## config.mk

```make
export PLATFORM = sky130hd
export DESIGN_NAME = sema_bank
export DESIGN_NICKNAME = d
export VERILOG_FILES = /design/src/rtl/sema_pkg.sv /design/src/rtl/sema_addr_dec.sv /design/src/rtl/sema_cell.sv /design/src/rtl/sema_rsp.sv /design/src/rtl/sema_bank.sv
export SDC_FILE = /design/constraint.sdc
export NUM_CORES = 1
export LEC_CHECK = 0
export ABC_AREA = 1
export BUFFER_PORTS_ARGS = -buffer_cell sky130_fd_sc_hd__buf_2
export CAP_MARGIN = 10
export CORE_MARGIN = 4
export CORE_UTILIZATION = 45
export CTS_BUF_LIST = sky130_fd_sc_hd__clkbuf_8
export DETAILED_ROUTE_END_ITERATION = 7
export GPL_ROUTABILITY_DRIVEN = 1
export PLACE_DENSITY = 0.74
export SLEW_MARGIN = 20
export SYNTH_ARGS = -nofsm -noshare
export SYNTH_HDL_FRONTEND = slang
export SYNTH_SLANG_ARGS = --single-unit
export TNS_END_PERCENT = 10
```

## constraint.sdc

```tcl
create_clock -name clk -period 0.97 [get_ports clk]
set_input_delay 0.194 -clock clk [delete_from_list [all_inputs] [get_ports clk]]
set_output_delay 0.194 -clock clk [all_outputs]
set_load 0.01 [all_outputs]
```

## src/rtl/sema_pkg.sv

```systemverilog
package sema_pkg;

    // Kind of access selected by the word offset
    typedef enum logic [1:0] {
        ACC_CLAIM = 2'd0,
        ACC_TEST  = 2'd1,
        ACC_NONE  = 2'd2
    } acc_kind_e;

endpackage

```

## src/rtl/sema_addr_dec.sv

```systemverilog
module sema_addr_dec
    import sema_pkg::*;
#(
    parameter int NUM_SEM = 8,
    parameter int ADDR_W  = 6,
    localparam int IDX_W  = $clog2(NUM_SEM)
) (
    input  logic [ADDR_W-1:0] addr_i,
    output acc_kind_e         kind_o,
    output logic [IDX_W-1:0]  idx_o
);

    localparam logic [ADDR_W:0] CLAIM_END = (ADDR_W+1)'(NUM_SEM);
    localparam logic [ADDR_W:0] TEST_END  = (ADDR_W+1)'(2 * NUM_SEM);

    // NUM_SEM is a power of two, so both windows share the low offset bits
    always_comb begin
        idx_o = addr_i[IDX_W-1:0];
        if ({1'b0, addr_i} < CLAIM_END) begin
            kind_o = ACC_CLAIM;
        end else if ({1'b0, addr_i} < TEST_END) begin
            kind_o = ACC_TEST;
        end else begin
            kind_o = ACC_NONE;
        end
    end

endmodule

```

## src/rtl/sema_cell.sv

```systemverilog
module sema_cell #(
    parameter int          DATA_W  = 32,
    parameter logic [31:0] SET_VAL = 32'd1
) (
    input  logic              clk,
    input  logic              rst_n,
    input  logic              claim_i,
    input  logic              store_i,
    input  logic [DATA_W-1:0] wdata_i,
    output logic [DATA_W-1:0] val_o
);

    logic [DATA_W-1:0] val_d, val_q;

    always_comb begin
        val_d = val_q;
        if (store_i) begin
            val_d = wdata_i;
        end else if (claim_i) begin
            val_d = DATA_W'(SET_VAL);
        end
    end

    always_ff @(posedge clk or negedge rst_n) begin
        if (!rst_n) begin
            val_q <= '0;
        end else begin
            val_q <= val_d;
        end
    end

    assign val_o = val_q;

endmodule

```

## src/rtl/sema_rsp.sv

```systemverilog
module sema_rsp #(
    parameter int DATA_W = 32
) (
    input  logic              clk,
    input  logic              rst_n,
    input  logic              acc_i,
    input  logic              rd_hit_i,
    input  logic [DATA_W-1:0] rd_val_i,
    output logic              ready_o,
    output logic [DATA_W-1:0] rdata_o
);

    typedef struct packed {
        logic              ready;
        logic [DATA_W-1:0] data;
    } rsp_t;

    rsp_t rsp_d, rsp_q;

    always_comb begin
        rsp_d.ready = acc_i;
        rsp_d.data  = rd_hit_i ? rd_val_i : '0;
    end

    always_ff @(posedge clk or negedge rst_n) begin
        if (!rst_n) begin
            rsp_q <= '0;
        end else begin
            rsp_q <= rsp_d;
        end
    end

    assign ready_o = rsp_q.ready;
    assign rdata_o = rsp_q.data;

endmodule

```

## src/rtl/sema_bank.sv

```systemverilog
module sema_bank
    import sema_pkg::*;
#(
    parameter int          NUM_SEM = 8,
    parameter int          ADDR_W  = 6,
    parameter int          DATA_W  = 32,
    parameter logic [31:0] SET_VAL = 32'd1
) (
    input  logic              clk,
    input  logic              rst_n,
    input  logic              req_i,
    input  logic              wr_i,
    input  logic [ADDR_W-1:0] addr_i,
    input  logic [DATA_W-1:0] wdata_i,
    output logic              ready_o,
    output logic [DATA_W-1:0] rdata_o
);

    localparam int IDX_W = $clog2(NUM_SEM);

    acc_kind_e         dec_kind;
    logic [IDX_W-1:0]  dec_idx;
    logic [DATA_W-1:0] sem_val [NUM_SEM];
    logic              mapped;
    logic              rd_hit;
    logic [DATA_W-1:0] rd_val;

    sema_addr_dec #(
        .NUM_SEM (NUM_SEM),
        .ADDR_W  (ADDR_W)
    ) dec_i (
        .addr_i (addr_i),
        .kind_o (dec_kind),
        .idx_o  (dec_idx)
    );

    assign mapped = (dec_kind != ACC_NONE);

    for (genvar g = 0; g < NUM_SEM; g++) begin : g_cell
        logic hit;
        assign hit = req_i && mapped && (dec_idx == IDX_W'(g));
        sema_cell #(
            .DATA_W  (DATA_W),
            .SET_VAL (SET_VAL)
        ) cell_i (
            .clk     (clk),
            .rst_n   (rst_n),
            .claim_i (hit && !wr_i && (dec_kind == ACC_CLAIM)),
            .store_i (hit && wr_i),
            .wdata_i (wdata_i),
            .val_o   (sem_val[g])
        );
    end

    assign rd_hit = req_i && !wr_i && mapped;
    assign rd_val = sem_val[dec_idx];

    sema_rsp #(
        .DATA_W (DATA_W)
    ) rsp_i (
        .clk      (clk),
        .rst_n    (rst_n),
        .acc_i    (req_i),
        .rd_hit_i (rd_hit),
        .rd_val_i (rd_val),
        .ready_o  (ready_o),
        .rdata_o  (rdata_o)
    );

endmodule

```

==> summary.md <==
| Metric | Value |
|---|---|
| Status | complete, but fails checks |
| Violated checks | setup timing |
| Share of layout cells above drive strength 1 | 14.8% |
| Setup violations, final | 33 |
| Pleak | 7.59 nW |
| Post-route ant nets | 0 |
| CP max-delay cell | dfrtp_1 |
| Synthesized area per cell | roughly 8.1 sq um |
| Via Count | 11200 |
| Largest net degree at the start of global routing | 71 |
| Slew Limit Fails | 0 |
| Final Cycle Share | 138% |
| Clk Latency, worst-skew pair | 550 ps |
| Final clock skew | between 10 and 15 ps |
| Critical Path AT | 1140 ps |
| Worst Max-Slew Pin Slew | 414 ps |
| Total track usage | 24.8% |
| RSZ-0062 raised after global routing | true |
| TritonCTS buffer count | 47 |
| Diodes inserted | 0 |
| Global-route wire length before repair | approximately 61 mm |
| Synth Cell Area | around 13000 sq um |
| Hold slack final | 14.7 ps |
| CTS tree | built |
| DRC viols | 0 |
| Drt wl/cell | 18.2 um |
| Fin. Hold Viols | 0 |
| Post-layout net count | 1712 |
| Initial drt markers | between 1000 and 1500 |
| DP HPWL | 23.1 mm |
| Total power | around 28 mW |
| Pre-CTS setup slack | -479 ps |
| WL final | 37.7 mm |
| Synthesis-to-finish area growth | 19.5% |
| Vias in the first global route | 11200 |
| Worst min path class | input pin to flip-flop |
| PnR worst setup slack | -364 ps |
| Pwr Density | 1880 nW/um^2 |
| # H-tree levels | 2 |
| Setup bufs post-CTS | 0 |
| CTS clock-pin slew for the worst setup and hold paths | 60 ps |
| Worst vdd ir | 1180 uV |
| Buf/Inv on CP | 1 |
| CP Capture Type | primary output |
| Remaining Overflow, GRT | 0 |
| Initial antenna violation count | 0 |
| Max_slew headroom | 72.4% |
| Bufs on Longest Clock Path | 3 |
| Sequential fraction of the synthesis area | 57.7% |
| Initial Utilization | 46.1% |
| Synth Instances | 1553 |
| Crit path time final | ~1300 ps |
| CP startpoint kind | flip-flop |
| Critical path type | flip-flop to primary output |
| Vias/cell | 5.37 |
| Ports | 75 |
| Required @ worst endpoint | 780 ps |
| Delay-heaviest family, CP | flip-flops |
| Worst stage delay on the critical path | 420 ps |
| CTS Root Buffer Type | clkbuf_8 |
| Synth warnings | 0 |
| Die Y | about 170 um |
| Flops & latches, synth | 289 |
| Yosys cell types | 18 |
| Core area | 27200 sq um |
| Crit Path Max Fanout | 1 |
| Die Area | 30600 sq um |
| GP Congestion | 0.902 |
| Syn Nets | 1595 |
| CP cell instances | buf_2 |
| Max Cap Viol | 0 |
| Clock Sinks | 289 |
| Drt first pass iters | 6 |
| IO Port Bufs | between 70 and 80 |
| FP Rows | 60 |
| Max Freq | ~750 MHz |
| Die W | 175 um |
[placed cells by master, fill, tap and decap left out]
cell and n:
o21ai_0 15, clkinv_2 5, nand3_1 64, nor2_4 5, o21ai_1 238, nor2_2 11
buf_4 56, inv_1 52, buf_6 8, clkbuf_8 55, nand2_1 718, nor2_1 68
clkinvlp_4 1, inv_6 1, dfrtp_1 289, buf_8 1, inv_4 3, nand2_4 2
nand3_2 1, nand2_2 8, bufinv_16 2, a21oi_1 3, buf_2 65, dlygate4sd3_1 4
buf_12 28
[Yosys cell counts, drive strengths merged]
master / instances / area [sq um]
nand3: 65 / 325
buf: 82 / 418
inv: 37 / 141
a21oi: 3 / 15.0
clkbuf: 12 / 45.0
nand2: 728 / 2740
o21ai: 253 / 1270
nor2: 84 / 350
dfrtp: 289 / 7230
[power breakdown]
| part | switching [mW] | internal, mW | leakage (nW) | total [mW] |
|---|---|---|---|---|
| Clock | 4.82 | 5.66 | 0.545 | 10.5 |
| Sequential | 0.785 | 13.5 | 3.87 | 14.3 |
| Combinational | 2.09 | 1.37 | 3.17 | 3.46 |
[routing by layer]
| metal | global-route usage, % | routed length (um) |
|---|---|---|
| met4 | 8.54 | 1030 |
| met5 | 0 | 0 |
| met3 | 5.06 | 3370 |
| met2 | 38.2 | 17000 |
| met1 | 35.3 | 16300 |
[metrics by stage]
step                      TNS, ps  instances  utilization (%)  instance area (sq um)
after floorplan            -36630       1553                -                  12700
after CTS                   -9910       2075             54.9                  14900
after global routing       -10360       2075             55.1                  15000
after detailed placement  -109570       1989             51.3                  14000
after global placement    -102120       1989             51.3                  14000
final                       -9040       2075             55.1                  15000
[worst register-to-register path: stages (launching register included)]
cell     delay (ps)
dfrtp_1         400
nand2_1          80
nand2_1          50
nand2_1          50
nand3_1         100
nand2_1          80
nor2_1           40
[state kept, by name, indices dropped and copies added, names as in the netlist]
name                 cells
g_cell.cell_i.val_o    256
rsp_i.ready_o            1
rsp_i.rdata_o           32
[worst paths after layout]
path | slack [ps] | depth (start not counted) | start | endpoint
setup / recovery | -360 | 1 | rsp_i.rdata_o[7] | rdata_o[7]
hold / removal | 10 | 3 | wdata_i[15] | g_cell[3].cell_i.val_o[15]
setup reg to reg | 70 | 6 | g_cell[2].cell_i.val_o[23] | rsp_i.rdata_o[23]
hold reg to reg | 490 | 2 | g_cell[5].cell_i.val_o[22] | g_cell[5].cell_i.val_o[22]
max in group asynchronous | 290 | 3 | rst_n | g_cell[7].cell_i.val_o[13]
min in group asynchronous | 50 | 2 | rst_n | rsp_i.rdata_o[12]
[area by class of cell]
class                   count  area [sq um]
clock buffers              55           757
clock inverters            27           164
fillers                  2531         12200
inverters                  37           151
multi-input cells        1133          4760
flip-flops and latches    289          7230
well taps                 372           465
repair buffers            162          1450
[cell families after synthesis]
kind of cell | count (synthesis) | share of synthesized area, %
AND/OR/NAND/NOR | 877 | 27.3
flip-flops | 289 | 57.7
buffers and inverters | 131 | 4.82
AO/OA/AOI/OAI | 256 | 10.2
[what timing repair did]
| item | in CTS | in global routing |
|---|---|---|
| gates resized for setup | 1 | 12 |
| hold buffers | 4 | 0 |
| cloned | 0 | 0 |
| setup endpoints to repair | 33 | 40 |
| endpoints found under the hold margin | 294 | 0 |
Power figures use the tool's default switching activity.
